### src/rtl/c2w_pkg.sv
// Shared types and helpers for the two-way read cache.
// Assumes exactly two ways per set.
package c2w_pkg;

    // Miss controller states.
    typedef enum logic {
        ST_IDLE  = 1'b0,
        ST_FETCH = 1'b1
    } c2w_state_e;

    // Victim choice: an empty way first (way 0 before way 1), else the LRU way.
    function automatic logic pick_victim(input logic v0, input logic v1, input logic lru_way);
        if (!v0)      return 1'b0;
        else if (!v1) return 1'b1;
        else          return lru_way;
    endfunction

endpackage

### src/rtl/c2w_way_store.sv
// One way of the cache: a valid flag, a tag and a data word per set, plus
// the tag comparator for that way. Reads are combinational on rd_set.
// Assumes at most one write per cycle. Only the valid flags are reset.
module c2w_way_store #(
    parameter int TAG_W    = 28,
    parameter int DATA_W   = 32,
    parameter int SET_BITS = 2
) (
    input  logic                clk,
    input  logic                rst_n,
    input  logic [SET_BITS-1:0] rd_set,
    input  logic [TAG_W-1:0]    rd_tag,
    output logic                rd_valid,
    output logic                rd_hit,
    output logic [DATA_W-1:0]   rd_data,
    input  logic                wr_en,
    input  logic [SET_BITS-1:0] wr_set,
    input  logic [TAG_W-1:0]    wr_tag,
    input  logic [DATA_W-1:0]   wr_data
);
    localparam int NSETS = 1 << SET_BITS;

    logic [NSETS-1:0]  valid_q;
    logic [TAG_W-1:0]  tag_q  [NSETS];
    logic [DATA_W-1:0] data_q [NSETS];

    // Valid flags: cleared by reset, set by a fill.
    always_ff @(posedge clk) begin
        if (!rst_n)     valid_q <= '0;
        else if (wr_en) valid_q[wr_set] <= 1'b1;
    end

    // Tag and data storage written on a fill.
    always_ff @(posedge clk) begin
        if (wr_en) begin
            tag_q[wr_set]  <= wr_tag;
            data_q[wr_set] <= wr_data;
        end
    end

    // Lookup and tag compare for the addressed set.
    always_comb begin
        rd_valid = valid_q[rd_set];
        rd_hit   = rd_valid && (tag_q[rd_set] == rd_tag);
        rd_data  = data_q[rd_set];
    end

endmodule

### src/rtl/c2w_lru.sv
// Replacement state: one bit per set naming the way to replace next.
// A use of a way (hit or fill) points the bit at the other way.
// The victim is an empty way if one exists, else the way the bit names.
module c2w_lru #(
    parameter int SET_BITS = 2
) (
    input  logic                clk,
    input  logic                rst_n,
    input  logic [SET_BITS-1:0] set_idx,
    input  logic                way0_valid,
    input  logic                way1_valid,
    input  logic                touch_en,
    input  logic                touch_way,
    output logic                victim
);
    import c2w_pkg::*;

    localparam int NSETS = 1 << SET_BITS;

    logic [NSETS-1:0] lru_q;

    // Update the LRU bit of the addressed set on each use.
    always_ff @(posedge clk) begin
        if (!rst_n)        lru_q <= '0;
        else if (touch_en) lru_q[set_idx] <= ~touch_way;
    end

    // Victim select for the addressed set.
    always_comb begin
        victim = pick_victim(way0_valid, way1_valid, lru_q[set_idx]);
    end

endmodule

### src/rtl/c2w_ctrl.sv
// Miss controller. A miss in idle starts a fetch: the word address is
// captured and mem_req is held until mem_valid. The fill happens in the
// mem_valid cycle. Assumes the processor holds ld_req/ld_addr while stalled.
module c2w_ctrl #(
    parameter int ADDR_W    = 32,
    parameter int OFFS_BITS = 2
) (
    input  logic              clk,
    input  logic              rst_n,
    input  logic              ld_req,
    input  logic [ADDR_W-1:0] ld_addr,
    input  logic              any_hit,
    input  logic              mem_valid,
    output logic              mem_req,
    output logic [ADDR_W-1:0] mem_addr,
    output logic              hit_ev,
    output logic              fill_en
);
    import c2w_pkg::*;

    localparam logic [ADDR_W-1:0] OFFS_MASK = ADDR_W'((1 << OFFS_BITS) - 1);

    c2w_state_e        state_q;
    logic [ADDR_W-1:0] miss_addr_q;
    logic              start_fetch;

    // Decode the events of this cycle.
    always_comb begin
        hit_ev      = (state_q == ST_IDLE) && ld_req && any_hit;
        start_fetch = (state_q == ST_IDLE) && ld_req && !any_hit;
        fill_en     = (state_q == ST_FETCH) && mem_valid;
        mem_req     = (state_q == ST_FETCH);
        mem_addr    = miss_addr_q;
    end

    // State register: idle -> fetch on a miss, back on the memory answer.
    always_ff @(posedge clk) begin
        if (!rst_n)           state_q <= ST_IDLE;
        else if (start_fetch) state_q <= ST_FETCH;
        else if (fill_en)     state_q <= ST_IDLE;
    end

    // Capture the word-aligned miss address.
    always_ff @(posedge clk) begin
        if (!rst_n)           miss_addr_q <= '0;
        else if (start_fetch) miss_addr_q <= ld_addr & ~OFFS_MASK;
    end

endmodule

### src/rtl/assoc2_cache.sv
// Two-way set-associative read cache with one-word blocks.
// Two way stores are looked up in parallel. Way 1's match selects its
// data, otherwise way 0's. Misses go through the controller and fill
// the victim chosen by the replacement state.
// Assumes the load request and address stay stable while ld_stall is high.
module assoc2_cache #(
    parameter int ADDR_W    = 32,
    parameter int DATA_W    = 32,
    parameter int SET_BITS  = 2,
    parameter int OFFS_BITS = 2
) (
    input  logic              clk,
    input  logic              rst_n,
    input  logic              ld_req,
    input  logic [ADDR_W-1:0] ld_addr,
    output logic [DATA_W-1:0] ld_data,
    output logic              ld_hit,
    output logic              ld_done,
    output logic              ld_stall,
    output logic              mem_req,
    output logic [ADDR_W-1:0] mem_addr,
    input  logic              mem_valid,
    input  logic [DATA_W-1:0] mem_rdata
);
    localparam int TAG_W = ADDR_W - SET_BITS - OFFS_BITS;
    localparam int NWAYS = 2;

    logic [SET_BITS-1:0] set_idx;
    logic [TAG_W-1:0]    tag;
    logic [NWAYS-1:0]    way_hit;
    logic [NWAYS-1:0]    way_valid;
    logic [DATA_W-1:0]   way_data [NWAYS];
    logic                victim;
    logic                hit_ev;
    logic                fill_en;
    logic [DATA_W-1:0]   sel_data;

    // Split the load address into set index and tag.
    always_comb begin
        set_idx = ld_addr[OFFS_BITS +: SET_BITS];
        tag     = ld_addr[ADDR_W-1 -: TAG_W];
    end

    // One storage array and comparator per way.
    for (genvar w = 0; w < NWAYS; w++) begin : g_way
        c2w_way_store #(
            .TAG_W    (TAG_W),
            .DATA_W   (DATA_W),
            .SET_BITS (SET_BITS)
        ) u_way (
            .clk      (clk),
            .rst_n    (rst_n),
            .rd_set   (set_idx),
            .rd_tag   (tag),
            .rd_valid (way_valid[w]),
            .rd_hit   (way_hit[w]),
            .rd_data  (way_data[w]),
            .wr_en    (fill_en && (victim == 1'(w))),
            .wr_set   (set_idx),
            .wr_tag   (tag),
            .wr_data  (mem_rdata)
        );
    end

    c2w_lru #(
        .SET_BITS (SET_BITS)
    ) u_lru (
        .clk        (clk),
        .rst_n      (rst_n),
        .set_idx    (set_idx),
        .way0_valid (way_valid[0]),
        .way1_valid (way_valid[1]),
        .touch_en   (hit_ev || fill_en),
        .touch_way  (fill_en ? victim : way_hit[1]),
        .victim     (victim)
    );

    c2w_ctrl #(
        .ADDR_W    (ADDR_W),
        .OFFS_BITS (OFFS_BITS)
    ) u_ctrl (
        .clk       (clk),
        .rst_n     (rst_n),
        .ld_req    (ld_req),
        .ld_addr   (ld_addr),
        .any_hit   (|way_hit),
        .mem_valid (mem_valid),
        .mem_req   (mem_req),
        .mem_addr  (mem_addr),
        .hit_ev    (hit_ev),
        .fill_en   (fill_en)
    );

    // Way multiplexer and processor-side outputs.
    always_comb begin
        sel_data = way_hit[1] ? way_data[1] : way_data[0];
        ld_hit   = hit_ev;
        ld_done  = hit_ev || fill_en;
        ld_data  = fill_en ? mem_rdata : sel_data;
        ld_stall = ld_req && !ld_done;
    end

endmodule

### config.mk
export PLATFORM = sky130hd
export DESIGN_NAME = assoc2_cache
export DESIGN_NICKNAME = d
export VERILOG_FILES = /design/src/rtl/c2w_pkg.sv /design/src/rtl/c2w_way_store.sv /design/src/rtl/c2w_lru.sv /design/src/rtl/c2w_ctrl.sv /design/src/rtl/assoc2_cache.sv
export SDC_FILE = /design/constraint.sdc
export NUM_CORES = 1
export LEC_CHECK = 0
export ABC_AREA = 1
export ABC_CLOCK_PERIOD_IN_PS = 9690
export BUFFER_PORTS_ARGS = -buffer_cell sky130_fd_sc_hd__buf_2
export CORE_ASPECT_RATIO = 0.8
export CORE_MARGIN = 2
export CORE_UTILIZATION = 55
export CTS_BUF_LIST = sky130_fd_sc_hd__clkbuf_8
export DETAILED_ROUTE_END_ITERATION = 6
export PLACE_DENSITY = 0.73
export SYNTH_ARGS = -nofsm -noshare
export SYNTH_HDL_FRONTEND = slang
export SYNTH_SLANG_ARGS = --single-unit
### constraint.sdc
create_clock -name clk -period 9.69 [get_ports clk]
set_input_delay 1.938 -clock clk [delete_from_list [all_inputs] [get_ports clk]]
set_output_delay 1.938 -clock clk [all_outputs]
set_load 0.05 [all_outputs]
==> impl_metrics.tcl, run 1 <==
set metrics [dict create \
    max-vdd-ir-drop_mv 0.132 \
    grtUsageTotal_pct 24.8 \
    synth_area_leaders "edfxtp_1 (68%), nand2_1 (13%), dfxtp_1 (4.0%)" \
    area_delta_synth_final_pct 11.9 \
    critPathKind "in2out" \
    num_io_pins 136 \
    synth_cells 1869 \
    cp_data_required_time_ps 7750 \
    cts.repair.resized 0 \
    firstDrtPassIters 5 \
    p_total_mw 4.51 \
    start_kind "input port" \
    worstRegToRegCells 8 \
    setup_viol 0 \
    synth_top_area_share_pct 67.8 \
    ant_nets 0 \
    yosys_warnings 0 \
    clock-root-buffer "clkbuf_8" \
    critPathArrivalTime_ps 5860 \
    hold_path.class "reg2reg" \
    io_buffers 131 \
    r2r_end "g_way[1].u_way.data_q[1][3]$_DFFE_PP_" \
    gp_congestion 0.879 \
    relSlewSlack_pct 18.2 \
    path_clk_slew_ps 60 \
    holdWs_ps 442 \
    whs_path_depth 2 \
    hold_path_end "u_ctrl.mem_addr[13]$_SDFFE_PN0P_" \
    die_y_microns 180 \
    drt-met1-wl_microns 21600 \
    htreeDepth 3 \
    critPathCaptureType "output pin" \
    cts_tree "built" \
    wl_met3_microns 3640 \
    finClkSkew_ps 46.8 \
    maxSlewViolCount 0 \
    grt_pass1_wl_microns 76800 \
    drcViolationCount 0 \
    fin_crit_sh_pct 80.4 \
    synthFlopType "edfxtp_1" \
    ys_types 28 \
    clk-insertion-delay-late_ps 660 \
    leakagePower_nw 9.43 \
    die-area_sq_mm 0.0402 \
    clock.fmax_mhz 128 \
    dpl.hpwl_microns 27400 \
    cp_max_fo 54 \
    post_cts_buffers 0 \
    p_per_area_mw_per_mm2 190 \
    postPlaceCellArea_sq_mm 0.0224 \
    finalInstanceArea_sq_mm 0.0238 \
    viasPerCell 5.49 \
    core_sq_mm 0.0382 \
    cts_inserted_buffers 79 \
    clock_sinks 523 \
    rrSetupSlack_ps 6630 \
    holdBufCountCts 0 \
    yosysSeqAreaShare_pct 71.9 \
    mappedNetlistArea_sq_mm 0.0213 \
    dpl.cell_count 2427 \
    routed.top_layer "met5" \
    grt_max_degree 106 \
    synthArstFlopShare_pct 0 \
    fin_nets 2081 \
    final_common_cell "nand2_1" \
    most-common-layout-cells "nand2_1 (744), edfxtp_1 (480), buf_2 (130)" \
    grt_pass1_vias 13748 \
    synth_edf_count 480 \
    min_period_ps 7790 \
    die_x_microns 224 \
    num_vias 14100 \
    syn_area_per_cell_sq_um 11.4 \
    cap_violations 0 \
    final_cells 2569 \
    tightestPinTransition_ps 1220 \
    min-delay-start "u_ctrl.mem_addr[13]$_SDFFE_PN0P_" \
    drt_wl_total_microns 49100 \
    wl_per_cell_microns 19.1 \
    overflow 0 \
    rows 64 \
    hold_viol 0 \
    setup_tns_ps 0 \
    antenna_found_initial 5 \
    cts_buffer_depth 3 \
    r2r_start "g_way[1].u_way.valid_q[2]$_SDFFE_PN0P_" \
    dr_wl_met2_microns 22800 \
    start_util_pct 55.7 \
    fillCellCount 2979 \
    rsz0062_at_grt "no" \
    layout-drive-gt1-share_pct 12.6 \
    yosys.area.top_type "edfxtp_1" \
    synth-seq-cells 523 \
    status "finished, final reports clean" \
    dr.first_iter.drc_count 1613 \
]
## worst max path at each step
stage                           from          end  slack [ps]  cells past startpoint
after floorplan           ld_addr[3]   ld_data[0]        3380                     16
after global placement    ld_addr[3]   ld_data[9]        1980                     14
after detailed placement  ld_addr[3]  ld_data[12]        1940                     14
after CTS                 ld_addr[3]  ld_data[12]        1930                     14
after global routing      ld_addr[3]   ld_data[9]        1650                     14
final                     ld_addr[3]  ld_data[12]        1900                     14
## critical path, cell delays in order
cell,delay [ps]
buf_2,100
buf_4,590
nand2_1,490
nor2_1,210
a21oi_1,70
nand3_1,90
nand2_1,120
nor3_2,300
nand4_4,790
buf_4,500
nand2_1,70
o21ai_1,80
o21ai_1,130
buf_2,290
## sequential cells by signal, indices dropped and copies added, names as in the netlist
name                 count
u_ctrl.mem_req           1
u_ctrl.mem_addr         30
g_way.u_way.tag_q      224
u_lru.lru_q              4
g_way.u_way.data_q     256
g_way.u_way.valid_q      8
## metal layers
layer	global-route usage [%]	vias to the layer above
met5	0	-
met4	6.37	6
met3	5.82	80
met2	38.9	508
met1	35.3	6716
li1	-	6790
## per-stage QoR
stage / setup slack (ps) / utilization (%)
after floorplan: 3380 / -
after global placement: 1980 / 58.6
after detailed placement: 1940 / 58.6
after CTS: 1930 / 62.3
after global routing: 1650 / 62.3
final: 1900 / 62.3
## logic make-up after synthesis
group	count (synthesis)	synth area share (%)
buf+inv	181	3.52
flops	523	71.9
simple gates	918	17.2
other cells	1	0.0176
compound gates	246	7.43
## cells in the mapped netlist (10+ instances only)
library cell,n
a221oi_1,32
dfxtp_1,43
edfxtp_1,480
a22oi_1,34
o21ai_0,26
buf_1,10
inv_1,90
a21oi_1,42
nor2_1,52
buf_2,33
nand4_1,12
clkbuf_1,38
nand2_1,744
o21ai_1,71
a22o_1,32
nand3_1,101
## power breakdown
part	internal (mW)	total, mW	leakage [nW]	switching [mW]
registers	2.49	2.50	4.68	0.00865
logic	0.0974	0.401	3.92	0.304
clock network	0.787	1.62	0.833	0.828
## layout make-up
class / count / area [sq um] / share of cell area (%)
Inverter: 92 / 345 / 1.45
Clock inverter: 58 / 256 / 1.08
Antenna cell: 2 / 5.00 / 0.0210
Multi-Input combinational cell: 1166 / 5310 / 22.3
Tap cell: 495 / 619 / 2.60
Clock buffer: 82 / 1130 / 4.74
Sequential cell: 523 / 15300 / 64.2
Timing Repair Buffer: 151 / 846 / 3.56
(Power assumes the default switching activity.)
==> inputs of run 2 (changes only) <==
--- a/config.mk
+++ b/config.mk
@@ -6,14 +6,14 @@
 export NUM_CORES = 1
 export LEC_CHECK = 0
 export ABC_AREA = 1
-export ABC_CLOCK_PERIOD_IN_PS = 9690
+export ABC_CLOCK_PERIOD_IN_PS = 7100
 export BUFFER_PORTS_ARGS = -buffer_cell sky130_fd_sc_hd__buf_2
 export CORE_ASPECT_RATIO = 0.8
 export CORE_MARGIN = 2
 export CORE_UTILIZATION = 55
 export CTS_BUF_LIST = sky130_fd_sc_hd__clkbuf_8
 export DETAILED_ROUTE_END_ITERATION = 6
-export PLACE_DENSITY = 0.73
+export PLACE_DENSITY = 0.76
 export SYNTH_ARGS = -nofsm -noshare
 export SYNTH_HDL_FRONTEND = slang
 export SYNTH_SLANG_ARGS = --single-unit
==> constraint.sdc (replaced) <==
create_clock -name clk -period 7.1 [get_ports clk]
set_input_delay 1.42 -clock clk [delete_from_list [all_inputs] [get_ports clk]]
set_output_delay 1.42 -clock clk [all_outputs]
set_load 0.05 [all_outputs]
==> run 2 against run 1 <==
Register-to-register slack got worse by 2200 ps. Clock power rose by 44%. Clock-buffer cell count rose by 4. Critical endpoint is now ld_data[3]. Highest routed layer unchanged.
==> impl_metrics.tcl, run 2 (synthesis results as in run 1) <==
set metrics [dict create \
    p_per_area_mw_per_mm2 262 \
    setup_ws_ps 1010 \
    cp-startpoint "ld_addr[3]" \
    swShare_pct 24.9 \
    rows 64 \
    largest_reg_flops 256 \
    setup_viol 0 \
    r2r_end "u_ctrl.mem_addr[12]$_SDFFE_PN0P_" \
    setup_tns_ps 0 \
    grt_pass1_vias 14173 \
    holdBufCountCts 0 \
    grtUsageTotal_pct 25.1 \
    cp_max_fo 44 \
    start_kind "input port" \
    min_period_ps 6090 \
    critPathCapture "ld_data[3]" \
    p_switching_mw 1.57 \
    most-common-layout-cells "nand2_1 (744), edfxtp_1 (480), buf_2 (130)" \
    clkPwrFrac_pct 37.1 \
    overflow 0 \
    holdWs_ps 442 \
    fillCellCount 2915 \
    dr_wl_met2_microns 23600 \
    area_delta_synth_final_pct 13.1 \
    firstDrtPassIters 5 \
    die_y_microns 180 \
    die_x_microns 224 \
    clock.fmax_mhz 164 \
    critPathKind "in2out" \
    drt-met1-wl_microns 20800 \
    num_io_pins 136 \
    dpl.cell_count 2437 \
    clock-root-buffer "clkbuf_8" \
    cts_inserted_buffers 80 \
    grt_max_degree 69 \
    top_register "g_way.u_way.data_q" \
    drcViolationCount 0 \
    place_ws_ps 1100 \
    worstRegToRegCells 14 \
    rrSetupSlack_ps 4460 \
    ant_nets 0 \
    viasPerCell 5.58 \
    final_cells 2582 \
    io_buffers 131 \
    critPathCaptureType "output pin" \
    rsz0062_at_grt "no" \
    leakagePower_nw 9.52 \
    maxSlewViolCount 0 \
    cp_data_required_time_ps 5680 \
    postPlaceCellArea_sq_mm 0.0225 \
    relSlewSlack_pct 20.8 \
    clk-insertion-delay-late_ps 650 \
    cts_buffer_depth 3 \
    layout-drive-gt1-share_pct 13.5 \
    finalInstanceArea_sq_mm 0.0240 \
    power_frac_comb_pct 8.8 \
    r2r_start "g_way[1].u_way.tag_q[2][16]$_DFFE_PP_" \
    core_sq_mm 0.0382 \
    tightestPinTransition_ps 1190 \
    htreeDepth 3 \
    start_util_pct 55.7 \
    p_int_mw 4.73 \
    finClkSkew_ps 15.1 \
    critPathArrivalTime_ps 4670 \
    wl_per_cell_microns 19.3 \
    dpl.hpwl_microns 28700 \
    gp_congestion 0.922 \
    drt_wl_total_microns 49800 \
    routed.top_layer "met5" \
    hold_viol 0 \
    clock_sinks 523 \
    post_cts_buffers 0 \
    fin_nets 2092 \
    cap_violations 0 \
    grt_pass1_wl_microns 77600 \
    die-area_sq_mm 0.0402 \
    cts_tree "built" \
    max-vdd-ir-drop_mv 0.203 \
    path_clk_slew_ps 60 \
    status "finished, final reports clean" \
    num_vias 14397 \
    fin_crit_sh_pct 85.8 \
    wl_met3_microns 4090 \
    p_total_mw 6.30 \
    fin_util_pct 62.9 \
    antenna_found_initial 3 \
    cts.repair.resized 0 \
    final_common_cell "nand2_1" \
    seq_power_share_pct 54.1 \
    dr.first_iter.drc_count 1301 \
    hold_path.class "reg2reg" \
]
==> run 2: cell count changes in the layout (fill, tap and decap cells not counted), sizes merged <==
cell,change
clkinv,+13
clkinvlp,-1
inv,-15
bufinv,+2
buf,+10
clkbuf,+4
==> run 2: layer usage <==
layer | vias to the layer above | track usage (%)
met5 | - | 0
met4 | 2 | 8.93
met3 | 117 | 6.06
met2 | 569 | 40.1
met1 | 6900 | 33.7
li1 | 6809 | -
==> run 2: final cells by class <==
cell class / count / area, sq um / share of cell area [%]
Sequential cell: 523 / 15300 / 63.5
Multi-Input combinational cell: 1166 / 5310 / 22.1
Clock buffer: 86 / 1180 / 4.92
Timing Repair Buffer: 161 / 996 / 4.14
Tap cell: 495 / 619 / 2.58
Inverter: 92 / 345 / 1.44
Clock inverter: 57 / 307 / 1.28
Antenna cell: 2 / 5.00 / 0.0208
==> run 2: critical path, stage by stage <==
cell and delay (ps):
buf_2 360, inv_2 340, buf_12 260, nand2_1 90
nand3_1 70, nand2_1 150, nand2_1 110, nor3_2 280
nand4_4 410, buf_12 360, nand2_1 100, o21ai_1 80
o21ai_1 260, buf_2 340
==> run 2: worst min-delay path by stage <==
stage / from / endpoint / slack, ps / cells past startpoint
final: u_ctrl.mem_addr[26]$_SDFFE_PN0P_ / u_ctrl.mem_addr[26]$_SDFFE_PN0P_ / 440 / 2
after global routing: u_ctrl.mem_addr[26]$_SDFFE_PN0P_ / u_ctrl.mem_addr[26]$_SDFFE_PN0P_ / 470 / 2
after floorplan: g_way[0].u_way.valid_q[0]$_SDFFE_PN0P_ / g_way[0].u_way.valid_q[0]$_SDFFE_PN0P_ / 440 / 1
after global placement: u_ctrl.mem_addr[19]$_SDFFE_PN0P_ / u_ctrl.mem_addr[19]$_SDFFE_PN0P_ / 430 / 2
after CTS: u_ctrl.mem_addr[7]$_SDFFE_PN0P_ / u_ctrl.mem_addr[7]$_SDFFE_PN0P_ / 440 / 2
after detailed placement: u_ctrl.mem_addr[7]$_SDFFE_PN0P_ / u_ctrl.mem_addr[7]$_SDFFE_PN0P_ / 430 / 2
==> run 2: power groups by stage <==
stage | clock, mW | sequential, mW | combinational, mW
after floorplan | 0 | 3.53 | 0.314
after global placement | 0 | 3.47 | 0.543
after detailed placement | 0 | 3.47 | 0.553
after CTS | 2.38 | 3.41 | 0.556
after global routing | 2.50 | 3.41 | 0.610
final | 2.34 | 3.41 | 0.557
==> inputs of run 3 (changes only) <==
--- a/config.mk
+++ b/config.mk
@@ -16,4 +16,5 @@
 export PLACE_DENSITY = 0.76
 export SYNTH_ARGS = -nofsm -noshare
 export SYNTH_HDL_FRONTEND = slang
+export SYNTH_HIERARCHICAL = 1
 export SYNTH_SLANG_ARGS = --single-unit
==> run 3 against run 2 <==
Utilization shrank 0.93 points. Setup slack lost 190 ps. Via count grew 6.7%. Routed wire length grew 4.2%. Global-route usage is essentially flat. Sequential power is essentially flat. Power shrank 0.95%. Hold slack gained 12 ps. First-iteration DRC count grew 16%. Largest cell class unchanged.
==> impl_metrics.tcl, run 3 <==
set metrics [dict create \
    die-area_sq_mm 0.0416 \
    ant_nets 0 \
    synth_top_area_share_pct 65.5 \
    maxSlewViolCount 0 \
    dpl.hpwl_microns 28400 \
    syn_area_per_cell_sq_um 10.8 \
    overflow 0 \
    synthArstFlopShare_pct 0 \
    hold_viol 0 \
    dr.first_iter.drc_count 1510 \
    hold_path.class "reg2reg" \
    fin_nets 2244 \
    rows 65 \
    cp_max_fo 84 \
    start_util_pct 55.8 \
    ys_types 28 \
    synth.most_common_cell "nand2_1" \
    die_y_microns 183 \
    area_delta_synth_final_pct 11.2 \
    cts_tree "built" \
    status "finished, final reports clean" \
    fillCellCount 3048 \
    core_sq_mm 0.0394 \
    crit_chain "buf_6, clkinv_2, buf_4, nand2_1, nand3_1, nand3b_1, nand2_1, nor2_1, nand2_1, nor2_1, nand2_1, nor2_4, buf_4, nand2_1, nand3_1, nand2_1, buf_2" \
    io_buffers 131 \
    min_period_ps 6270 \
    wl_per_cell_microns 18.6 \
    final_common_cell "nand2_1" \
    path_clk_slew_ps 60 \
    clock.fmax_mhz 159 \
    tightestPinTransition_ps 919 \
    setup_ws_ps 826 \
    drt_wl_total_microns 51800 \
    relSlewSlack_pct 38.7 \
    cts_inserted_buffers 80 \
    synth-seq-cells 523 \
    cp_common_cell "nand2_1" \
    postPlaceCellArea_sq_mm 0.0230 \
    final_cells 2780 \
    p_total_mw 6.24 \
    grt_max_degree 141 \
    num_io_pins 136 \
    cap_violations 0 \
    synth_cells 2039 \
    synth_area_leaders "edfxtp_1 (66%), nand2_1 (10%), nor2_1 (4.1%)" \
    grt_pass1_vias 14511 \
    setup_viol 0 \
    synthFlopType "edfxtp_1" \
    fin_crit_sh_pct 88.4 \
    rsz0062_at_grt "no" \
    synthTopCellsByCount "nand2_1 (594), edfxtp_1 (480), nor2_1 (241), nand3_1 (165), o21ai_0 (130)" \
    mappedNetlistArea_sq_mm 0.0220 \
    grt_pass1_wl_microns 79600 \
    die_x_microns 228 \
    slowest_delay_ps 490 \
    critPathArrivalTime_ps 4850 \
    clk-insertion-delay-late_ps 620 \
    layout-drive-gt1-share_pct 12.9 \
    drcViolationCount 0 \
    yosysSeqAreaShare_pct 69.4 \
    start_kind "input port" \
    holdBufCountCts 0 \
    clock-root-buffer "clkbuf_8" \
    largest_reg_flops 256 \
    viasPerCell 5.53 \
    yosys_warnings 6 \
    max-vdd-ir-drop_mv 0.164 \
    critPathCaptureType "output pin" \
    synth_edf_count 480 \
    critPathKind "in2out" \
    most-common-layout-cells "nand2_1 (594), edfxtp_1 (480), nor2_1 (240)" \
    clock_sinks 523 \
    grtUsageTotal_pct 25.0 \
    gp_congestion 0.770 \
    htreeDepth 3 \
    top_register "g_way.u_way/data_q" \
    place_ws_ps 934 \
    cts_buffer_depth 3 \
    finalInstanceArea_sq_mm 0.0245 \
    cp_slowest_cell "buf_4" \
    p_per_area_mw_per_mm2 255 \
    cts.repair.resized 0 \
    yosys.area.top_type "edfxtp_1" \
    setup_tns_ps 0 \
    dpl.cell_count 2630 \
    num_vias 15365 \
    firstDrtPassIters 5 \
    leakagePower_nw 9.65 \
    finClkSkew_ps 29.5 \
    antenna_found_initial 2 \
    cp_data_required_time_ps 5680 \
    post_cts_buffers 0 \
]
## run 3: cell count changes in the layout (fill, tap and decap cells not counted), sizes merged, moves of 10 or more
cell / delta
a221oi: -32
o22ai: +64
nand3b: +42
inv: +55
nand2: -142
nor2: +187
clkinv: -10
a21oi: -37
o21ai: +38
a22o: -32
nand4: -13
nand3: +64
a22oi: -34
## run 3: final timing paths
| kind | from | to | slack [ps] | cells past startpoint |
|---|---|---|---|---|
| worst max-delay path | ld_addr[2] | ld_data[8] | 830 | 17 |
| worst min-delay path | u_lru/lru_q[2]$_SDFFE_PN0P_ | u_lru/lru_q[2]$_SDFFE_PN0P_ | 450 | 2 |
| worst max register to register | g_way[1].u_way/tag_q[1][9]$_DFFE_PP_ | u_ctrl/mem_addr[4]$_SDFFE_PN0P_ | 4030 | 15 |
| worst min register to register | u_lru/lru_q[2]$_SDFFE_PN0P_ | u_lru/lru_q[2]$_SDFFE_PN0P_ | 450 | 2 |
## run 3: per-layer routing
metal,routed length [microns],share of wire (%),global-route usage [%],up-vias
met3,4790,9.2,3.86,73
met4,842,1.6,6.72,0
li1,-,-,-,7217
met1,22800,44,38.0,7353
met5,0,0,0,-
met2,23400,45,38.0,722
## run 3: critical path, delay by kind of cell
family	cells	cell delay, ps
buffers and inverters	5	1730
AND/OR/NAND/NOR	12	1600
## run 3: metrics by stage
stage / util (%) / hold WS [ps]
2_1_floorplan: - / 424
3_3_place_gp: 58.3 / 433
3_5_place_dp: 58.3 / 439
4_1_cts: 62.0 / 449
5_1_grt: 62.0 / 471
6_report: 62.0 / 454
## run 3: where the power goes
group	switching, mW	internal, mW
clock network	1.12	1.12
registers	0.0124	3.40
logic	0.442	0.144
total	1.58	4.67
## run 3: area by class of cell
type	instances	area (sq um)	area share (%)
sequential	523	15300	62.5
multi-input combinational	1280	5640	23.1
clock buffer	86	1180	4.84
timing repair buffer	159	912	3.73
tap	536	671	2.74
inverter	132	505	2.07
clock inverter	61	263	1.07
antenna	3	7.51	0.0307
## run 3: logic make-up (layout without fill, tap and decap cells)
family,Yosys count,in the layout,share of synthesized area [%]
other,1,5,0.0170
AOI/OAI and AO/OA,210,210,5.21
buffers and inverters,237,438,5.16
DFF,523,523,69.4
and+or+nand+nor,1068,1068,20.2
